--- config.mk ---
export PLATFORM = sky130hd
export DESIGN_NAME = iqt_trace_mon
export DESIGN_NICKNAME = d
export VERILOG_FILES = /design/src/rtl/iqt_pkg.sv /design/src/rtl/iqt_bus_edge.sv /design/src/rtl/iqt_queue_model.sv /design/src/rtl/iqt_start_report.sv /design/src/rtl/iqt_trace_mon.sv
export SDC_FILE = /design/constraint.sdc
export NUM_CORES = 1
export LEC_CHECK = 0
export CORE_MARGIN = 8
export CORE_UTILIZATION = 50
export CTS_CLUSTER_SIZE = 14
export DETAILED_ROUTE_END_ITERATION = 8
export HOLD_SLACK_MARGIN = 0.06
export PLACE_DENSITY_LB_ADDON = 0.2
export SLEW_MARGIN = 20
export SYNTH_ARGS = -nofsm -noshare
export SYNTH_HDL_FRONTEND = slang
export SYNTH_SLANG_ARGS = --single-unit
export TNS_END_PERCENT = 10
--- constraint.sdc ---
create_clock -name clk -period 3.1 [get_ports clk]
set_clock_uncertainty 0.2 [all_clocks]
set_input_delay 0.62 -clock clk [delete_from_list [all_inputs] [get_ports clk]]
set_output_delay 0.62 -clock clk [all_outputs]
set_load 0.1 [all_outputs]
--- src/rtl/iqt_pkg.sv ---
package iqt_pkg;
  typedef enum logic [1:0] {
    MV_NONE      = 2'b00,
    MV_PARK      = 2'b01,
    MV_ADV_BUS   = 2'b10,
    MV_ADV_LATCH = 2'b11
  } mv_code_e;

  typedef enum logic [1:0] {
    ST_NONE = 2'b00,
    ST_INT  = 2'b01,
    ST_EVEN = 2'b10,
    ST_ODD  = 2'b11
  } start_code_e;
endpackage

--- src/rtl/iqt_bus_edge.sv ---
module iqt_bus_edge #(
  parameter int SYNC_STAGES = 2
) (
  input  logic clk,
  input  logic rst,
  input  logic bus_clk_in,
  output logic rise_o,
  output logic fall_o
);
  localparam int MSB = SYNC_STAGES - 1;

  logic [SYNC_STAGES-1:0] sync_q;
  logic                   last_q;

  always_ff @(posedge clk) begin
    if (rst) begin
      sync_q <= '0;
      last_q <= 1'b0;
    end else begin
      sync_q <= {sync_q[MSB-1:0], bus_clk_in};
      last_q <= sync_q[MSB];
    end
  end

  assign rise_o = sync_q[MSB] & ~last_q;
  assign fall_o = ~sync_q[MSB] & last_q;
endmodule

--- src/rtl/iqt_queue_model.sv ---
module iqt_queue_model
  import iqt_pkg::*;
#(
  parameter int DATA_W      = 16,
  parameter int Q_STAGES    = 2,
  parameter int PRIME_ADV   = 2
) (
  input  logic              clk,
  input  logic              rst,
  input  logic              rise_i,
  input  logic              fall_i,
  input  logic [1:0]        status_i,
  input  logic [DATA_W-1:0] data_i,
  output logic [DATA_W-1:0] head_o,
  output logic              primed_o,
  output logic              mv_valid_o,
  output logic [1:0]        mv_code_o
);
  localparam int CNT_W = $clog2(PRIME_ADV + 1);
  localparam logic [CNT_W-1:0] PRIME_LIM = CNT_W'(PRIME_ADV);

  mv_code_e          code;
  logic              advance;
  logic              park;
  logic [DATA_W-1:0] parked_q;
  logic [DATA_W-1:0] latch_q;
  logic [DATA_W-1:0] fill;
  logic [DATA_W-1:0] stage_q [Q_STAGES];
  logic [CNT_W-1:0]  adv_cnt_q;

  assign code    = mv_code_e'(status_i);
  assign advance = rise_i && (code == MV_ADV_BUS || code == MV_ADV_LATCH);
  assign park    = rise_i && (code == MV_PARK);
  assign fill    = (code == MV_ADV_LATCH) ? latch_q : parked_q;

  always_ff @(posedge clk) begin
    if (rst) begin
      parked_q <= '0;
      latch_q  <= '0;
    end else begin
      if (fall_i) parked_q <= data_i;
      if (park)   latch_q  <= parked_q;
    end
  end

  for (genvar i = 0; i < Q_STAGES; i++) begin : g_stage
    if (i == Q_STAGES - 1) begin : g_tail
      always_ff @(posedge clk) begin
        if (rst)          stage_q[i] <= '0;
        else if (advance) stage_q[i] <= fill;
      end
    end else begin : g_body
      always_ff @(posedge clk) begin
        if (rst)          stage_q[i] <= '0;
        else if (advance) stage_q[i] <= stage_q[i+1];
      end
    end
  end

  always_ff @(posedge clk) begin
    if (rst) begin
      adv_cnt_q  <= '0;
      mv_valid_o <= 1'b0;
      mv_code_o  <= 2'b00;
    end else begin
      if (advance && adv_cnt_q != PRIME_LIM) adv_cnt_q <= adv_cnt_q + 1'b1;
      mv_valid_o <= rise_i && (code != MV_NONE);
      if (rise_i && code != MV_NONE) mv_code_o <= status_i;
    end
  end

  assign head_o   = stage_q[0];
  assign primed_o = (adv_cnt_q == PRIME_LIM);
endmodule

--- src/rtl/iqt_start_report.sv ---
module iqt_start_report
  import iqt_pkg::*;
#(
  parameter int DATA_W = 16
) (
  input  logic              clk,
  input  logic              rst,
  input  logic              fall_i,
  input  logic [1:0]        status_i,
  input  logic [DATA_W-1:0] head_i,
  input  logic              primed_i,
  output logic              start_valid_o,
  output logic [1:0]        start_kind_o,
  output logic [7:0]        start_opcode_o,
  output logic [DATA_W-1:0] start_head_o,
  output logic              start_unprimed_o
);
  start_code_e code;
  logic [7:0]  opcode;
  logic        fire;

  assign code = start_code_e'(status_i);
  assign fire = fall_i && (code != ST_NONE);

  always_comb begin
    unique case (code)
      ST_EVEN: opcode = head_i[DATA_W-1 -: 8];
      ST_ODD:  opcode = head_i[7:0];
      default: opcode = 8'h00;
    endcase
  end

  always_ff @(posedge clk) begin
    if (rst) begin
      start_valid_o    <= 1'b0;
      start_kind_o     <= 2'b00;
      start_opcode_o   <= 8'h00;
      start_head_o     <= '0;
      start_unprimed_o <= 1'b0;
    end else begin
      start_valid_o <= fire;
      if (fire) begin
        start_kind_o     <= status_i;
        start_opcode_o   <= opcode;
        start_head_o     <= head_i;
        start_unprimed_o <= ~primed_i;
      end
    end
  end
endmodule

--- src/rtl/iqt_trace_mon.sv ---
module iqt_trace_mon #(
  parameter int DATA_W      = 16,
  parameter int SYNC_STAGES = 2,
  parameter int Q_STAGES    = 2,
  parameter int PRIME_ADV   = 2
) (
  input  logic              clk,
  input  logic              rst,
  input  logic              bus_clk_in,
  input  logic [1:0]        status_in,
  input  logic [DATA_W-1:0] data_in,
  output logic              mv_valid,
  output logic [1:0]        mv_code,
  output logic              start_valid,
  output logic [1:0]        start_kind,
  output logic [7:0]        start_opcode,
  output logic [DATA_W-1:0] start_head,
  output logic              start_unprimed
);
  logic              rise;
  logic              fall;
  logic [DATA_W-1:0] head;
  logic              primed;

  iqt_bus_edge #(.SYNC_STAGES(SYNC_STAGES)) u_edge (
    .clk        (clk),
    .rst        (rst),
    .bus_clk_in (bus_clk_in),
    .rise_o     (rise),
    .fall_o     (fall)
  );

  iqt_queue_model #(
    .DATA_W    (DATA_W),
    .Q_STAGES  (Q_STAGES),
    .PRIME_ADV (PRIME_ADV)
  ) u_queue (
    .clk        (clk),
    .rst        (rst),
    .rise_i     (rise),
    .fall_i     (fall),
    .status_i   (status_in),
    .data_i     (data_in),
    .head_o     (head),
    .primed_o   (primed),
    .mv_valid_o (mv_valid),
    .mv_code_o  (mv_code)
  );

  iqt_start_report #(.DATA_W(DATA_W)) u_start (
    .clk              (clk),
    .rst              (rst),
    .fall_i           (fall),
    .status_i         (status_in),
    .head_i           (head),
    .primed_i         (primed),
    .start_valid_o    (start_valid),
    .start_kind_o     (start_kind),
    .start_opcode_o   (start_opcode),
    .start_head_o     (start_head),
    .start_unprimed_o (start_unprimed)
  );
endmodule

**Word-level counts from Yosys, hierarchy flattened**

Memories as Yosys holds them, arrays and structs flattened.
Cells that the tools add are included.

- Memories: 1
- Bits in writable memories: 32
- Register bits: 68
- Logic and storage cells: 42

Memories:

| name | words | width | rd ports | clocked after Yosys merged registers in | wr ports | RTL line | RTL |
|---|---|---|---|---|---|---|---|
| u_queue.stage_q | 2 | 16 | 2 | 0 | 2 | iqt_queue_model.sv:28 | `logic [DATA_W-1:0] stage_q [Q_STAGES];` |

- Eq/ne operators: 5
- Reductions and logical operators: 7
- Multiplexer cells: 9
- Bitwise logic cells: 7
- Add/subtract/negate cells: 1

Operator list:

| operator | count |
|---|---|
| $mux W16 | 3 |
| $pmux W8 S2 | 1 |
| $eq A2 B2 Y1 const B | 3 |
| $logic_and A1 B1 Y1 | 5 |
| $mux W1 | 5 |
| $not A1 Y1 | 3 |
| $add A2 B1 Y2 const B | 1 |
| $and A1 B1 Y1 | 2 |
| $eq A2 B1 Y1 const B | 1 |
| $ne A2 B2 Y1 const B | 1 |
| $or A1 B1 Y1 | 2 |
| $reduce_bool A2 Y1 | 1 |
| $logic_or A1 B1 Y1 | 1 |

**Longest topological paths before layout**

- Depth after elaboration: 7
- Gate-level depth with buffers: 6

**Modules after synthesis**

A second synthesis with hierarchy kept.

- Cell total of the unflattened synthesis: 358
- Area, all modules: 3965.1 µm²

Modules (own cells, without submodules):

| module | cells an instance | area an instance (µm²) | sequential area each (µm²) | times used |
|---|---|---|---|---|
| iqt_queue_model | 233 | 2837.7 | 1701.6 | 1 |
| iqt_start_report | 117 | 1036.0 | 560.5 | 1 |
| iqt_bus_edge | 8 | 91.3 | 60.1 | 1 |

**Least setup slack after synthesis**

Ideal clock, no wire load.

- Kind: input-to-reg
- From: input rst
- To: memory u_queue.stage_q[0][0], enable pin
- Library setup time: 0.394 ns
- Path buffers: 2
- Path slack: 0.706 ns
- Cell stages on the path: 3
- Data arrival time: 1.800 ns
- Cell sequence: buf_2 -> buf_2 -> nand2b_1

RTL lines:

| item | RTL line | RTL |
|---|---|---|
| start, declared | iqt_trace_mon.sv:8 | `input logic rst,` |
| end, declared | iqt_queue_model.sv:28 |  |

**Final worst setup path**

- From: input status_in[1]
- To: register u_start.start_head_o[11]

- Longest elaborated chain between the ends: 2

Ends and longest elaborated chain:

| item | RTL line | RTL |
|---|---|---|
| start, declared | iqt_trace_mon.sv:10 | `input logic [1:0] status_in,` |
| $reduce_bool A2 Y1 | iqt_start_report.sv:23 | `assign fire = fall_i && (code != ST_NONE);` |
| $logic_and A1 B1 Y1 | iqt_start_report.sv:23 |  |
| end signal, assigned | iqt_start_report.sv:45 | `start_head_o <= head_i;` |
| end, declared | iqt_start_report.sv:15 | `output logic [DATA_W-1:0] start_head_o,` |

Every way passes these cells.
A chain may end at the register's enable or synchronous reset.

==> results.md <==
* HP Class: flip-flop to flip-flop
* Per-cell routed wire length at 14.5 um
* I/O pin count at 52
* Min Hold Slack at 0.238 ns
* Max transition margin at 40.4%
* Min cycle time layout at 2.24 ns
* Clk Latency, worst-skew pair at 0.35 ns
* M3 GR Usage at 3.78%
* Drt pass-1 iters at 4
* Worst path arrival time at 2.32 ns
* Via count at 2922
* Sw frac at 23.7%
* Crit path cell chain: clkdlybuf4s50_1 -> nor2_1 -> o21ai_0 -> a21oi_1
* Max-Cap Viols at 0
* Placed insts at 549
* CTS sink count at 100
* Vias in the first global route at 2865
* Total grt overflow at 0
* DIE AREA at 0.0111 mm^2
* Syn Inst Count at 421
* Adder and majority gate portion of the synthesized area at 0.313%
* Initial antenna violation count at 0
* PwrDens at 517 mW/mm^2
* Delay-heaviest family, CP: simple AND/OR/NAND/NOR gates
* Rows at 32
* Fin crit share at 72.3%
* Buffers on Ports at 51
* Initial core utilization at 51.7%
* Post-synthesis sequential area ratio at 58.1%
* Yosys top cell area share at 34.1%
* Slew Viols, Final at 0
* Clock-pin slew on the worst setup and hold paths at 0.08 ns
* Post-route cell area at 0.00465 mm^2
* Worst-path maximum fanout at 18
* Vias per cell at 5.17
* Number of routed nets with antenna violations at 0
* Die X-Extent at 105 um
* VDD IR-drop max at 0.329 mV
* Core Footprint at 0.00773 mm^2
* Post-CTS resize count at 0
* First-pass GRT wire length at 14.0 mm
* CTS tree: yes
* Ant. Diodes at 0
* Commonest non-fill, non-tap cells in the layout: nand2_1 (101), a21oi_1 (75), dfxtp_1 (68), buf_4 (39), edfxtp_1 (32)
* Nets at 480
* Switching power at 570 uW
* CTS Buffer Depth at 2
* Fill cell count at 648
* H-tree depth at 3
* Combinational family with the most area after synthesis: simple AND/OR/NAND/NOR gates
* Clock power frac at 33.6%
* Largest net degree at the start of global routing at 38
* Cell accounting for the most synthesized area: dfxtp_1
* Crit path buf inv count at 1
* GR Layer Usage met2 at 24.5%
* Sequential Power Share at 58.1%
* Worst-Margin Slew at 0.891 ns
* Post-route DRC violation count at 0
* Unique cell type count in the Yosys netlist at 31
* GP Congestion at 0.736
* Worst Path Required at 3.18 ns
* Post-synthesis compound-gate area fraction at 17.0%
* Synth Register Bits at 100
* Mean post-synth cell area at 9.49 um^2
* HPWL Detailed at 5.46 mm
* Root Buffer: clkbuf_8
* Chip height at 105 um
* Slowest stage delay, CP at 0.75 ns
* Post-CTS setup buffers at 0
* Worst Setup End Kind: flip-flop
* Largest cells by area after synthesis: dfxtp_1 (34%), edfxtp_1 (24%), nand2_1 (9.5%), a21oi_1 (9.4%), and2_1 (2.5%)
* Final Non-Filler Cells at 565
* Hold-fix buffers, CTS at 0
* Achievable Freq at 446 MHz
* Run status: finished, final reports clean
* Initial detailed-routing violation count at 131
* RSZ-0062 raised after global routing: false
* Final setup viols at 0
* Post-place instance area at 0.00446 mm^2
* Pint at 1840 uW
* Gr busiest metal: met2
* Crit start category: input port
* Grt met1 use at 19.2%
* Commonest non-fill, non-tap cell in the layout: nand2_1
* CP max stage cell: nor2_1
* TNS Setup at 0 ns
* Yosys warnings at 0
* Post-synthesis mux area share at 0%
* Setup CP Type: input port to flip-flop
* Area delta synth->final at 16.5%
* Comb power frac at 8.3%
* Syn_nets at 443
* CTS Buf Count at 9
* Share of cells above drive strength 1 at 15.3%
* Post-synthesis xor/xnor area fraction at 0.219%
* Synthesized area at 0.00400 mm^2
* Final wirelength at 8.19 mm
* Leak pwr at 0.00163 uW
* Final Hold Vio Count at 0
* Total track usage at 15.3%
* Post-Synth Simple-Gate Area at 18.2%
## path summary, 6_finish.rpt
check	start	end	slack [ns]	depth (start not counted)
setup / recovery	status_in[1]	u_start.start_head_o[11]	0.86	4
hold / removal	u_edge.sync_q[0]	u_edge.sync_q[1]	0.24	1
setup reg to reg	u_edge.sync_q[1]	u_start.start_head_o[11]	1.07	4
hold reg to reg	u_edge.sync_q[0]	u_edge.sync_q[1]	0.24	1
## per-layer routing
metal | share of wire [%] | wire length [um] | up-vias
met5 | 0 | 0 | -
met4 | 1.7 | 143 | 0
met3 | 5.9 | 486 | 13
li1 | - | - | 1498
met2 | 45 | 3710 | 91
met1 | 47 | 3850 | 1320
## layout make-up
| class | instances | area (um^2) | share of cell area [%] |
|---|---|---|---|
| Tap cell | 102 | 128 | 2.74 |
| Clock inverter | 4 | 48.8 | 1.05 |
| Inverter | 9 | 33.8 | 0.726 |
| Sequential cell | 100 | 2320 | 49.9 |
| Clock buffer | 12 | 145 | 3.12 |
| Timing Repair Buffer | 62 | 548 | 11.8 |
| Multi-Input combinational cell | 276 | 1430 | 30.7 |
## cell families after synthesis
| logic type | Yosys count |
|---|---|
| adders and majority gates | 1 |
| AOI/OAI and AO/OA | 119 |
| and+or+nand+nor | 155 |
| xor gates and xnor gates | 1 |
| DFF | 100 |
| buffers and inverters | 45 |
## state kept, by name, indices dropped and copies added (netlist names)
register and flops:
u_start.start_opcode_o 8, u_queue.latch_q 16, u_queue.mv_code_o 2, u_edge.last_q 1, u_queue.parked_q 16, u_queue.adv_cnt_q 2, u_edge.sync_q 2, u_queue.stage_q 32
u_start.start_kind_o 2, u_start.start_unprimed_o 1, u_start.start_valid_o 1, u_queue.mv_valid_o 1, u_start.start_head_o 16
## through the flow
stage / worst slack, ns / power (uW) / util, %
2_1_floorplan: 0.706 / 1560 / -
3_3_place_gp: 0.591 / 1630 / 57.7
3_5_place_dp: 0.456 / 1630 / 57.7
4_1_cts: 0.832 / 2430 / 60.2
5_1_grt: 0.607 / 2510 / 60.2
6_report: 0.858 / 2410 / 60.2
## synthesized netlist by cell type (all sizes together)
cell,number
clkbuf,10
nand2,101
a21o,8
nor3,1
nor2b,4
nor4b,1
edfxtp,32
nand3b,4
inv,9
buf,26
nand3,16
nor2,4
and2,17
and4bb,2
nand4bb,1
or2,2
xnor2,1
a211oi,9
nand2b,2
o21ai,16
dfxtp,68
ha,1
a311oi,1
a21oi,85
## power by group through the flow
| stage | combinational [uW] | clock [uW] | sequential, uW |
|---|---|---|---|
| 6_report | 199 | 810 | 1400 |
| 5_1_grt | 215 | 886 | 1400 |
| 4_1_cts | 201 | 831 | 1400 |
| 3_5_place_dp | 200 | 0 | 1430 |
| 3_3_place_gp | 197 | 0 | 1430 |
| 2_1_floorplan | 87.2 | 0 | 1480 |
(Power assumes the default switching activity.)
